[src/rtl/fts_pkg.sv]
package fts_pkg;

    typedef enum logic [2:0] {
        ST_DESEL,
        ST_WAKE,
        ST_READ,
        ST_WRITE,
        ST_SLEEP
    } fts_state_e;

    typedef enum logic [1:0] {
        ADR_KEEP,
        ADR_LOAD,
        ADR_STEP
    } fts_adr_op_e;

endpackage

[src/rtl/fts_burst_ctr.sv]
module fts_burst_ctr
    import fts_pkg::*;
#(
    parameter int ADDR_W = 6
) (
    input  logic              clk,
    input  logic              rst_n,
    input  fts_adr_op_e       op,
    input  logic              order_sel,
    input  logic [ADDR_W-1:0] addr_in,
    output logic [ADDR_W-1:0] cur_addr,
    output logic [ADDR_W-1:0] nxt_addr
);

    localparam int HI_W = ADDR_W - 2;

    logic [HI_W-1:0] hi_q, hi_d;
    logic [1:0]      start_q, start_d;
    logic [1:0]      cnt_q, cnt_d;

    // beat address: interleaved xors the count in, linear adds it
    function automatic logic [1:0] beat(input logic il, input logic [1:0] s, input logic [1:0] c);
        return il ? (s ^ c) : (s + c);
    endfunction

    always_comb begin
        hi_d    = hi_q;
        start_d = start_q;
        cnt_d   = cnt_q;
        unique case (op)
            ADR_LOAD: begin
                hi_d    = addr_in[ADDR_W-1:2];
                start_d = addr_in[1:0];
                cnt_d   = 2'd0;
            end
            ADR_STEP: cnt_d = cnt_q + 2'd1;
            ADR_KEEP: ;
            default:  ;
        endcase
    end

    always_ff @(posedge clk or negedge rst_n) begin
        if (!rst_n) begin
            hi_q    <= '0;
            start_q <= 2'd0;
            cnt_q   <= 2'd0;
        end else begin
            hi_q    <= hi_d;
            start_q <= start_d;
            cnt_q   <= cnt_d;
        end
    end

    assign cur_addr = {hi_q, beat(order_sel, start_q, cnt_q)};
    assign nxt_addr = {hi_d, beat(order_sel, start_d, cnt_d)};

    // a step moves within the aligned group of four
    assert_step_moves_R12: assert property (@(posedge clk) disable iff (!rst_n)
        (op == ADR_STEP) |=> (cur_addr[ADDR_W-1:2] == $past(cur_addr[ADDR_W-1:2]))
                             && (cur_addr[1:0] != $past(cur_addr[1:0])));

    // suspend holds the address while the strap is steady
    assert_hold_stable_R12: assert property (@(posedge clk) disable iff (!rst_n)
        (op == ADR_KEEP) |=> ($stable(cur_addr) || !$stable(order_sel)));

    // a load lands on the presented address
    assert_load_capture_R1: assert property (@(posedge clk) disable iff (!rst_n)
        (op == ADR_LOAD) |=> (cur_addr == $past(addr_in)) || !$stable(order_sel));

endmodule

[src/rtl/fts_ctrl.sv]
module fts_ctrl
    import fts_pkg::*;
#(
    parameter int LANES = 4
) (
    input  logic             clk,
    input  logic             rst_n,
    input  logic             sleep,
    input  logic             cpu_n,
    input  logic             ctl_n,
    input  logic             sel_n,
    input  logic             adv_n,
    input  logic             bwe_n,
    input  logic [LANES-1:0] byte_sel_n,
    input  logic             all_wr_n,
    input  logic             oe_n,
    output fts_adr_op_e      adr_op,
    output logic [LANES-1:0] wr_be,
    output logic             out_en
);

    fts_state_e       state_q, state_d;
    logic [LANES-1:0] be_cmd;
    logic             idle;
    fts_state_e       rd_state;

    // lane enables requested by the write inputs
    always_comb begin
        if (!all_wr_n)
            be_cmd = '1;
        else if (!bwe_n)
            be_cmd = ~byte_sel_n;
        else
            be_cmd = '0;
    end

    assign idle     = (state_q == ST_DESEL) || (state_q == ST_SLEEP);
    assign rd_state = idle ? ST_WAKE : ST_READ;

    // command decode and next state
    always_comb begin
        state_d = state_q;
        adr_op  = ADR_KEEP;
        wr_be   = '0;
        if (sleep) begin
            state_d = ST_SLEEP;
        end else if (!cpu_n) begin
            if (sel_n) begin
                state_d = ST_DESEL;
            end else begin
                adr_op  = ADR_LOAD;
                state_d = rd_state;
            end
        end else if (!ctl_n) begin
            if (sel_n) begin
                state_d = ST_DESEL;
            end else begin
                adr_op = ADR_LOAD;
                if (|be_cmd) begin
                    wr_be   = be_cmd;
                    state_d = ST_WRITE;
                end else begin
                    state_d = rd_state;
                end
            end
        end else if (idle) begin
            state_d = ST_DESEL;
        end else begin
            if (!adv_n)
                adr_op = ADR_STEP;
            if (|be_cmd) begin
                wr_be   = be_cmd;
                state_d = ST_WRITE;
            end else begin
                state_d = ST_READ;
            end
        end
    end

    always_ff @(posedge clk or negedge rst_n) begin
        if (!rst_n)
            state_q <= ST_DESEL;
        else
            state_q <= state_d;
    end

    // bus drive: only a settled read with output enable, never in sleep
    always_comb begin
        out_en = 1'b0;
        unique case (state_q)
            ST_READ:  out_en = !oe_n && !sleep;
            ST_DESEL: out_en = 1'b0;
            ST_WAKE:  out_en = 1'b0;
            ST_WRITE: out_en = 1'b0;
            ST_SLEEP: out_en = 1'b0;
            default:  out_en = 1'b0;
        endcase
    end

    assert_proc_wins_R2: assert property (@(posedge clk) disable iff (!rst_n)
        (!sleep && !cpu_n && !ctl_n && !sel_n) |=> (state_q == ST_READ || state_q == ST_WAKE));

    assert_lane_gate_R3: assert property (@(posedge clk) disable iff (!rst_n)
        (bwe_n && all_wr_n) |-> (wr_be == '0));

    assert_oe_float_R6: assert property (@(posedge clk) disable iff (!rst_n)
        oe_n |-> !out_en);

    assert_wake_float_R8: assert property (@(posedge clk) disable iff (!rst_n)
        (idle && !sleep && state_d != ST_DESEL && state_d != ST_WRITE) |=> !out_en);

    assert_desel_float_R9: assert property (@(posedge clk) disable iff (!rst_n)
        (state_q == ST_DESEL) |-> !out_en);

    assert_sleep_freeze_R13: assert property (@(posedge clk) disable iff (!rst_n)
        sleep |-> (wr_be == '0) && (adr_op == ADR_KEEP));

endmodule

[src/rtl/fts_array.sv]
module fts_array #(
    parameter int ADDR_W = 6,
    parameter int LANES  = 4,
    parameter int LANE_W = 9
) (
    input  logic                    clk,
    input  logic                    rst_n,
    input  logic [LANES-1:0]        wr_be,
    input  logic [ADDR_W-1:0]       wr_addr,
    input  logic [LANES*LANE_W-1:0] wr_data,
    input  logic [ADDR_W-1:0]       rd_addr,
    output logic [LANES*LANE_W-1:0] rd_data
);

    localparam int DEPTH = 1 << ADDR_W;

    for (genvar g = 0; g < LANES; g++) begin : g_lane
        logic [LANE_W-1:0] lane_mem [DEPTH];

        always_ff @(posedge clk) begin
            if (wr_be[g])
                lane_mem[wr_addr] <= wr_data[g*LANE_W +: LANE_W];
        end

        assign rd_data[g*LANE_W +: LANE_W] = lane_mem[rd_addr];

        // an enabled lane holds the written value afterwards
        assert_lane_write_R3: assert property (@(posedge clk) disable iff (!rst_n)
            wr_be[g] |=> (lane_mem[$past(wr_addr)] == $past(wr_data[g*LANE_W +: LANE_W])));
    end

endmodule

[src/rtl/fts_sram.sv]
module fts_sram
    import fts_pkg::*;
#(
    parameter int ADDR_W = 6,
    parameter int LANES  = 4,
    parameter int LANE_W = 9
) (
    input  logic                    clk,
    input  logic                    rst_n,
    input  logic                    cpu_strobe_n,
    input  logic                    ctl_strobe_n,
    input  logic                    chip_sel_n,
    input  logic                    adv_n,
    input  logic [ADDR_W-1:0]       addr,
    input  logic                    order_sel,
    input  logic                    oe_n,
    input  logic                    bwe_n,
    input  logic [LANES-1:0]        byte_sel_n,
    input  logic                    all_wr_n,
    input  logic                    sleep,
    input  logic [LANES*LANE_W-1:0] wr_data,
    output logic [LANES*LANE_W-1:0] rd_data,
    output logic                    rd_drive
);

    localparam int DATA_W = LANES * LANE_W;

    fts_adr_op_e       adr_op;
    logic [LANES-1:0]  wr_be;
    logic              out_en;
    logic [ADDR_W-1:0] cur_addr;
    logic [ADDR_W-1:0] nxt_addr;
    logic [DATA_W-1:0] arr_q;

    fts_ctrl #(.LANES(LANES)) u_ctrl (
        .clk        (clk),
        .rst_n      (rst_n),
        .sleep      (sleep),
        .cpu_n      (cpu_strobe_n),
        .ctl_n      (ctl_strobe_n),
        .sel_n      (chip_sel_n),
        .adv_n      (adv_n),
        .bwe_n      (bwe_n),
        .byte_sel_n (byte_sel_n),
        .all_wr_n   (all_wr_n),
        .oe_n       (oe_n),
        .adr_op     (adr_op),
        .wr_be      (wr_be),
        .out_en     (out_en)
    );

    fts_burst_ctr #(.ADDR_W(ADDR_W)) u_ctr (
        .clk       (clk),
        .rst_n     (rst_n),
        .op        (adr_op),
        .order_sel (order_sel),
        .addr_in   (addr),
        .cur_addr  (cur_addr),
        .nxt_addr  (nxt_addr)
    );

    fts_array #(.ADDR_W(ADDR_W), .LANES(LANES), .LANE_W(LANE_W)) u_array (
        .clk     (clk),
        .rst_n   (rst_n),
        .wr_be   (wr_be),
        .wr_addr (nxt_addr),
        .wr_data (wr_data),
        .rd_addr (cur_addr),
        .rd_data (arr_q)
    );

    assign rd_drive = out_en;
    assign rd_data  = out_en ? arr_q : '0;

    assert_write_float_R7: assert property (@(posedge clk) disable iff (!rst_n)
        (|wr_be) |=> !rd_drive);

    assert_sleep_float_R13: assert property (@(posedge clk) disable iff (!rst_n)
        sleep |-> !rd_drive);

    assert_quiet_bus_R6: assert property (@(posedge clk) disable iff (!rst_n)
        !rd_drive |-> (rd_data == '0));

endmodule

[config.mk]
export PLATFORM = sky130hd
export DESIGN_NAME = fts_sram
export DESIGN_NICKNAME = d
export VERILOG_FILES = /design/src/rtl/fts_pkg.sv /design/src/rtl/fts_burst_ctr.sv /design/src/rtl/fts_ctrl.sv /design/src/rtl/fts_array.sv /design/src/rtl/fts_sram.sv
export SDC_FILE = /design/constraint.sdc
export NUM_CORES = 2
export LEC_CHECK = 0
export BUFFER_PORTS_ARGS = -buffer_cell sky130_fd_sc_hd__buf_2
export CORE_MARGIN = 4
export CORE_UTILIZATION = 30
export DETAILED_ROUTE_END_ITERATION = 12
export PLACE_DENSITY = 0.42
export SYNTH_ARGS = -nofsm -noshare
export SYNTH_HDL_FRONTEND = slang
export SYNTH_SLANG_ARGS = --single-unit
[constraint.sdc]
create_clock -name clk -period 11.1 [get_ports clk]
set_clock_uncertainty 0.05 [all_clocks]
set_input_delay 1.11 -clock clk [delete_from_list [all_inputs] [get_ports clk]]
set_output_delay 1.11 -clock clk [all_outputs]
set_load 0.01 [all_outputs]
Yosys cells after proc, flatten, opt, wreduce, memory -nomap -nowiden
Memory sizes are Yosys's and may differ from the RTL's.
Index checks and enable logic that the tools add are counted.
{ "word_totals": {"ramBits": 2304, "regBits": 11, "output_inout_bits": 37, "elab_cells": 62, "input_bits": 57, "memories": 4} }
{ "op_classes": {"addsub": 3, "n_mux": 38, "n_reduce_logical": 6, "eq_ne": 4, "bitwise_logic": 3} }
{ "mem_list": {"columns": ["name", "words", "word_bits", "rd", "rd_ports_with_merged_regs", "write_ports", "line", "rtl"], "rows": [
  ["u_array.g_lane[0].lane_mem", 64, 9, 1, 0, 1, "fts_array.sv:18", "logic [LANE_W-1:0] lane_mem [DEPTH];"],
  ["u_array.g_lane[1].lane_mem", 64, 9, 1, 0, 1, "fts_array.sv:18", null],
  ["u_array.g_lane[2].lane_mem", 64, 9, 1, 0, 1, "fts_array.sv:18", null],
  ["u_array.g_lane[3].lane_mem", 64, 9, 1, 0, 1, "fts_array.sv:18", null]
]} }
{ "op_table": {"columns": ["operator", "count"], "rows": [
  ["$mux 36", 1],
  ["$mux 4", 9],
  ["$mux 3", 7],
  ["$mux 2", 9],
  ["$mux 1", 11],
  ["$add 2x2->2", 2],
  ["$not 4->4", 1],
  ["$pmux 2 s2", 1],
  ["$reduce_or 4->1", 1],
  ["$xor 2x2->2", 2],
  ["$eq 3x2->1 const B", 1],
  ["$eq 3x3->1 const B", 1],
  ["$logic_not 3->1", 1],
  ["$add 2x1->2 const B", 1],
  ["$eq 2x1->1 const B", 1],
  ["$eq 2x2->1 const B", 1],
  ["$logic_not 1->1", 2],
  ["$logic_and 1x1->1", 1],
  ["$logic_or 1x1->1", 1]
]} }

Logic depth before layout (Yosys ltp)
{ "logic_depth": {"word_depth": 11, "depth_mapped": 14, "depth_no_buf": 13} }

Modules after synthesis
From an unflattened synthesis, not the netlist that was laid out.
{ "unflattened": {"hier_cells": 4131, "area_unflattened_um2": 90190.2} }
{ "modules_own_cells": {"columns": ["mod", "area_each_um2", "seq_area_each_um2", "n_inst", "cells_per_inst"], "rows": [
  ["fts_array", 89213.1, 69186.4, 1, 4027],
  ["fts_burst_ctr", 441.7, 200.2, 1, 35],
  ["fts_sram", 285.3, 0.0, 1, 39],
  ["fts_ctrl", 250.2, 75.1, 1, 30]
]} }

Worst setup path before layout
Ideal clock, no wire load.
{ "synth_timing": {"path_type": "input to output", "startpoint": "in order_sel", "endpoint": "out rd_data[2]", "required_time_ns": 9.940, "stages": 10, "n_path_buf": 4, "slack_ns": 6.732, "t_arrival_ns": 3.208, "cell_sequence": "nand2b_1 -> clkbuf_1 -> buf_1 -> clkbuf_1 -> clkbuf_1 -> nand2_1 -> a311oi_1 -> o21ai_0 -> and4_1 -> o31ai_1"} }
{ "synth_via": {"elab_chain_cells": 3} }
{ "synth_lines": {"columns": ["item", "line", "rtl"], "rows": [
  ["start, declared", "fts_sram.sv:15", "input logic order_sel,"],
  ["$mux 2", "fts_burst_ctr.sv:23", "return il ? (s ^ c) : (s + c);"],
  ["$mem_v2 64x9", null, null],
  ["$mux 36", "fts_sram.sv:73", "assign rd_data = out_en ? arr_q : '0;"],
  ["end, declared", "fts_sram.sv:22", "output logic [LANES*LANE_W-1:0] rd_data,"]
]} }
No other way between the ends.

Worst setup path after layout
{ "layout_timing": {"startpoint": "reg u_ctr.cnt_q[0]", "endpoint": "out rd_data[14]"} }
{ "layout_via": {"elab_chain_cells": 4, "elab_cells_between_ends": 5, "classes_between": "add/sub (1); mux (2); bitwise (1); memory (1)"} }
{ "layout_lines": {"columns": ["item", "line", "rtl"], "rows": [
  ["start, declared", "fts_burst_ctr.sv:19", "logic [1:0] cnt_q, cnt_d;"],
  ["start signal, assigned", "fts_burst_ctr.sv:50", "cnt_q <= cnt_d;"],
  ["$add 2x2->2 or $xor 2x2->2 (tied branches)", "fts_burst_ctr.sv:23", null],
  ["$mux 2 *", "fts_burst_ctr.sv:23", null],
  ["$mem_v2 64x9 *", null, null],
  ["$mux 36 *", "fts_sram.sv:73", null]
]} }
Every way passes the cells marked *; elsewhere a longest branch is shown, timed or not.

==> flow_metrics.env <==
export IMPL_outcome="complete, no violations"
export IMPL_syn_avg_cell_area_um2=16.9
export IMPL_drive_above_1_share_pct=18.9
export IMPL_post_drt_via_cell_ratio=5.34
export IMPL_synthArstFlopShare_pct=0.475
export IMPL_cts_setup_buffers=0
export IMPL_fp_dieH_um=570
export IMPL_slew_violations=0
export IMPL_rrSetupSlack_ps=5700
export IMPL_antenna_found_initial=24
export IMPL_grt_pass1_vias=53367
export IMPL_drcViolationCount=0
export IMPL_rows=206
export IMPL_cp_required_ps=9940
export IMPL_setup_slack_ps=4130
export IMPL_worstMarginPinSlew_ps=1380
export IMPL_p_per_area_nw_per_um2=194
export IMPL_portBuffers=93
export IMPL_yosys_area_share_simple_pct=7.05
export IMPL_place_congestion=0.790
export IMPL_cts_made_buffers=271
export IMPL_synth_edf_count=2304
export IMPL_die_w_um=570
export IMPL_core_area_um2=315000
export IMPL_grtUsageTotal_pct=18.6
export IMPL_wl_um=309000
export IMPL_arrival_ps=5810
export IMPL_synth_fa_ha_area_share_pct=0.0528
export IMPL_ys_flop_type="edfxtp_1"
export IMPL_hpwl_um=180000
export IMPL_yosysSeqAreaShare_pct=73.3
export IMPL_insertion_delay_ps=820
export IMPL_synth_top_family_by_area="multiplexers"
export IMPL_syn_inst=5611
export IMPL_die_area_um2=325000
export IMPL_pin_count=94
export IMPL_wl_per_cell_um=30.8
export IMPL_crit_chain="ha_4, buf_4, buf_4, mux4_2, nand2_1, and3_1, or4_1, o21ai_1, buf_2"
export IMPL_path_class="register to primary output"
export IMPL_grt_max_degree=152
export IMPL_yosys_warnings=0
export IMPL_r2r_cells=13
export IMPL_fmax_mhz=143
export IMPL_ys_seq_elements=2315
export IMPL_worst_path_most_repeated_cell="buf_4"
export IMPL_place_ws_ps=4770
export IMPL_rsz0062_at_grt="no"
export IMPL_hp_class="primary input to async pin"
export IMPL_drv_cap=0
export IMPL_grt_pass1_wl_um=431000
export IMPL_endpoint_kind="primary output"
export IMPL_reg2reg_to="u_array.g_lane[0].lane_mem[58][5]"
export IMPL_syn_num_nets=5672
export IMPL_max_stage_delay_ps=790
export IMPL_synth_compound_area_share_pct=5.89
export IMPL_placed_cells=9590
export IMPL_finalPower_w=0.0211
export IMPL_ys_types=55
export IMPL_final_antenna_net_count=0
export IMPL_r2r_start="u_ctrl.state_q[1]"
export IMPL_period_share_pct=62.8
export IMPL_synth_xor_xnor_area_share_pct=0.112
export IMPL_startpoint="u_ctr.cnt_q[0]"
export IMPL_area_delta_synth_final_pct=14.4
export IMPL_path_delay_family="buffers and inverters"
export IMPL_fin_hold_ws_ps=107
export IMPL_worstPathMaxFanout=62
export IMPL_nNetsFinal=5764
export IMPL_final_cell_mix="2304 x edfxtp_1, 734 x nand2_1, 397 x mux4_2, 278 x clkbuf_16, 264 x nor2_1"
export IMPL_ctsHtreeMaxLevel=5
export IMPL_grt_overflow_total=0
export IMPL_p_leak_nw=33.8
export IMPL_clock_root_buffer="clkbuf_16"
export IMPL_start_util_pct=30.1
export IMPL_clk_pin_slew_worst_paths_ps=60
export IMPL_hold_viol=0
export IMPL_fill_cells=29676
export IMPL_hold_buffers=0
export IMPL_slew_headroom_pct=7.37
export IMPL_cts_max_path_buffers=4
export IMPL_drtIter0Drc=5098
export IMPL_via_count=53672
export IMPL_slowest_stage="buf_4"
export IMPL_cp_start_kind="register"
export IMPL_syn_cell_area_um2=94800
export IMPL_setup_viol_count_final=0
export IMPL_synthMuxAreaShare_pct=11.8
export IMPL_drt_pass1_iterations=6
export IMPL_clock_sinks=2315
export IMPL_cts_tree="done"
export IMPL_cts_resized=0
export IMPL_finalCriticalPeriod_ps=6970
export IMPL_ir_worst_vdd_mv=0.142
export IMPL_layout_commonest_cell="edfxtp_1"
export IMPL_cp_buffers_inverters=3
export IMPL_finalNonFillerCells=10060
export IMPL_setup_tns_ps=0
-- report_power, final --
part | total (W) | internal, W | switching (W)
clock | 0.00843 | 0.00489 | 0.00353
combinational | 0.00297 | 0.000994 | 0.00198
sequential | 0.00967 | 0.00964 | 0.0000321
-- sequential cells by signal (all words and copies together), names as in the netlist --
name,cells
u_ctr.cnt_q,2
u_ctr.hi_q,4
u_ctrl.state_q,3
u_array.g_lane.lane_mem,2304
u_ctr.start_q,2
-- routing by layer --
metal	vias to the layer above	share of wire, %	global-route usage (%)
li1	22852	-	-
met1	28485	44	25.9
met2	1906	47	29.8
met3	427	6.1	3.04
met4	2	3.1	5.52
met5	-	0.0042	0
-- area by class of cell --
class	count	area (µm²)	area share, %
repair buffers	236	1700	1.57
clock buffers	333	7160	6.60
clock inverters	131	982	0.906
diodes	6	15.0	0.0138
multi-input cells	2873	23900	22.0
flip-flops and latches	2315	69500	64.1
inverters	6	22.5	0.0208
well taps	4160	5200	4.80
-- through the flow --
stage	instance area [µm²]	utilization, %
floorplan	94800	-
global placement	100000	31.9
detailed placement	100000	31.9
CTS	108000	34.5
global route	108000	34.5
finish	108000	34.5
-- worst reg2reg max path, cell delays in order, from the launching register on --
cell and delay [ps]:
dfrtp_1 340, or2_2 160, nand3_1 120, or3_1 370, ha_1 340, nand2b_1 160, o21ai_0 240, ha_1 200
nand2b_1 70, xnor2_1 270, xor2_1 690, nand2_4 370, buf_4 550, nor2_1 1090
-- kinds of logic (layout without fill, tap and decap cells) --
logic type,Yosys count,in the layout
AOI/OAI and AO/OA,778,778
xor gates and xnor gates,7,7
adders and majority gates,4,4
buffers and inverters,423,706
DFF,2315,2315
muxes,609,609
other,0,6
and+or+nand+nor,1475,1475
-- Yosys cell counts, drive strengths merged, types with 26 or more instances --
| cell | count | share of area (%) |
|---|---|---|
| o21ai | 130 | 0.69 |
| a31oi | 85 | 0.56 |
| mux2i | 119 | 1.3 |
| nor2b | 30 | 0.20 |
| edfxtp | 2304 | 73 |
| o31ai | 80 | 0.63 |
| o22ai | 72 | 0.48 |
| and3 | 89 | 0.59 |
| mux2 | 93 | 1.1 |
| nor3 | 181 | 0.96 |
| a2111oi | 30 | 0.28 |
| buf | 132 | 0.69 |
| nor2 | 275 | 1.1 |
| a21oi | 64 | 0.34 |
| nor4bb | 26 | 0.27 |
| or4 | 36 | 0.29 |
| mux4 | 397 | 9.4 |
| a21boi | 31 | 0.25 |
| nand2 | 741 | 2.9 |
| o221ai | 58 | 0.54 |
| clkbuf | 285 | 1.1 |
| a311oi | 156 | 1.4 |
| and4 | 39 | 0.36 |
-- worst max-delay path by stage --
stage                   to  slack (ps)  cells past startpoint
2_1_floorplan   rd_data[2]        6730                     10
6_report       rd_data[14]        4130                      9
3_5_place_dp    rd_data[0]        4770                     10
3_3_place_gp   rd_data[32]        4730                      9
4_1_cts        rd_data[14]        4020                      9
5_1_grt        rd_data[14]        3880                      9
No activity file was read; power rests on OpenSTA's default activity.
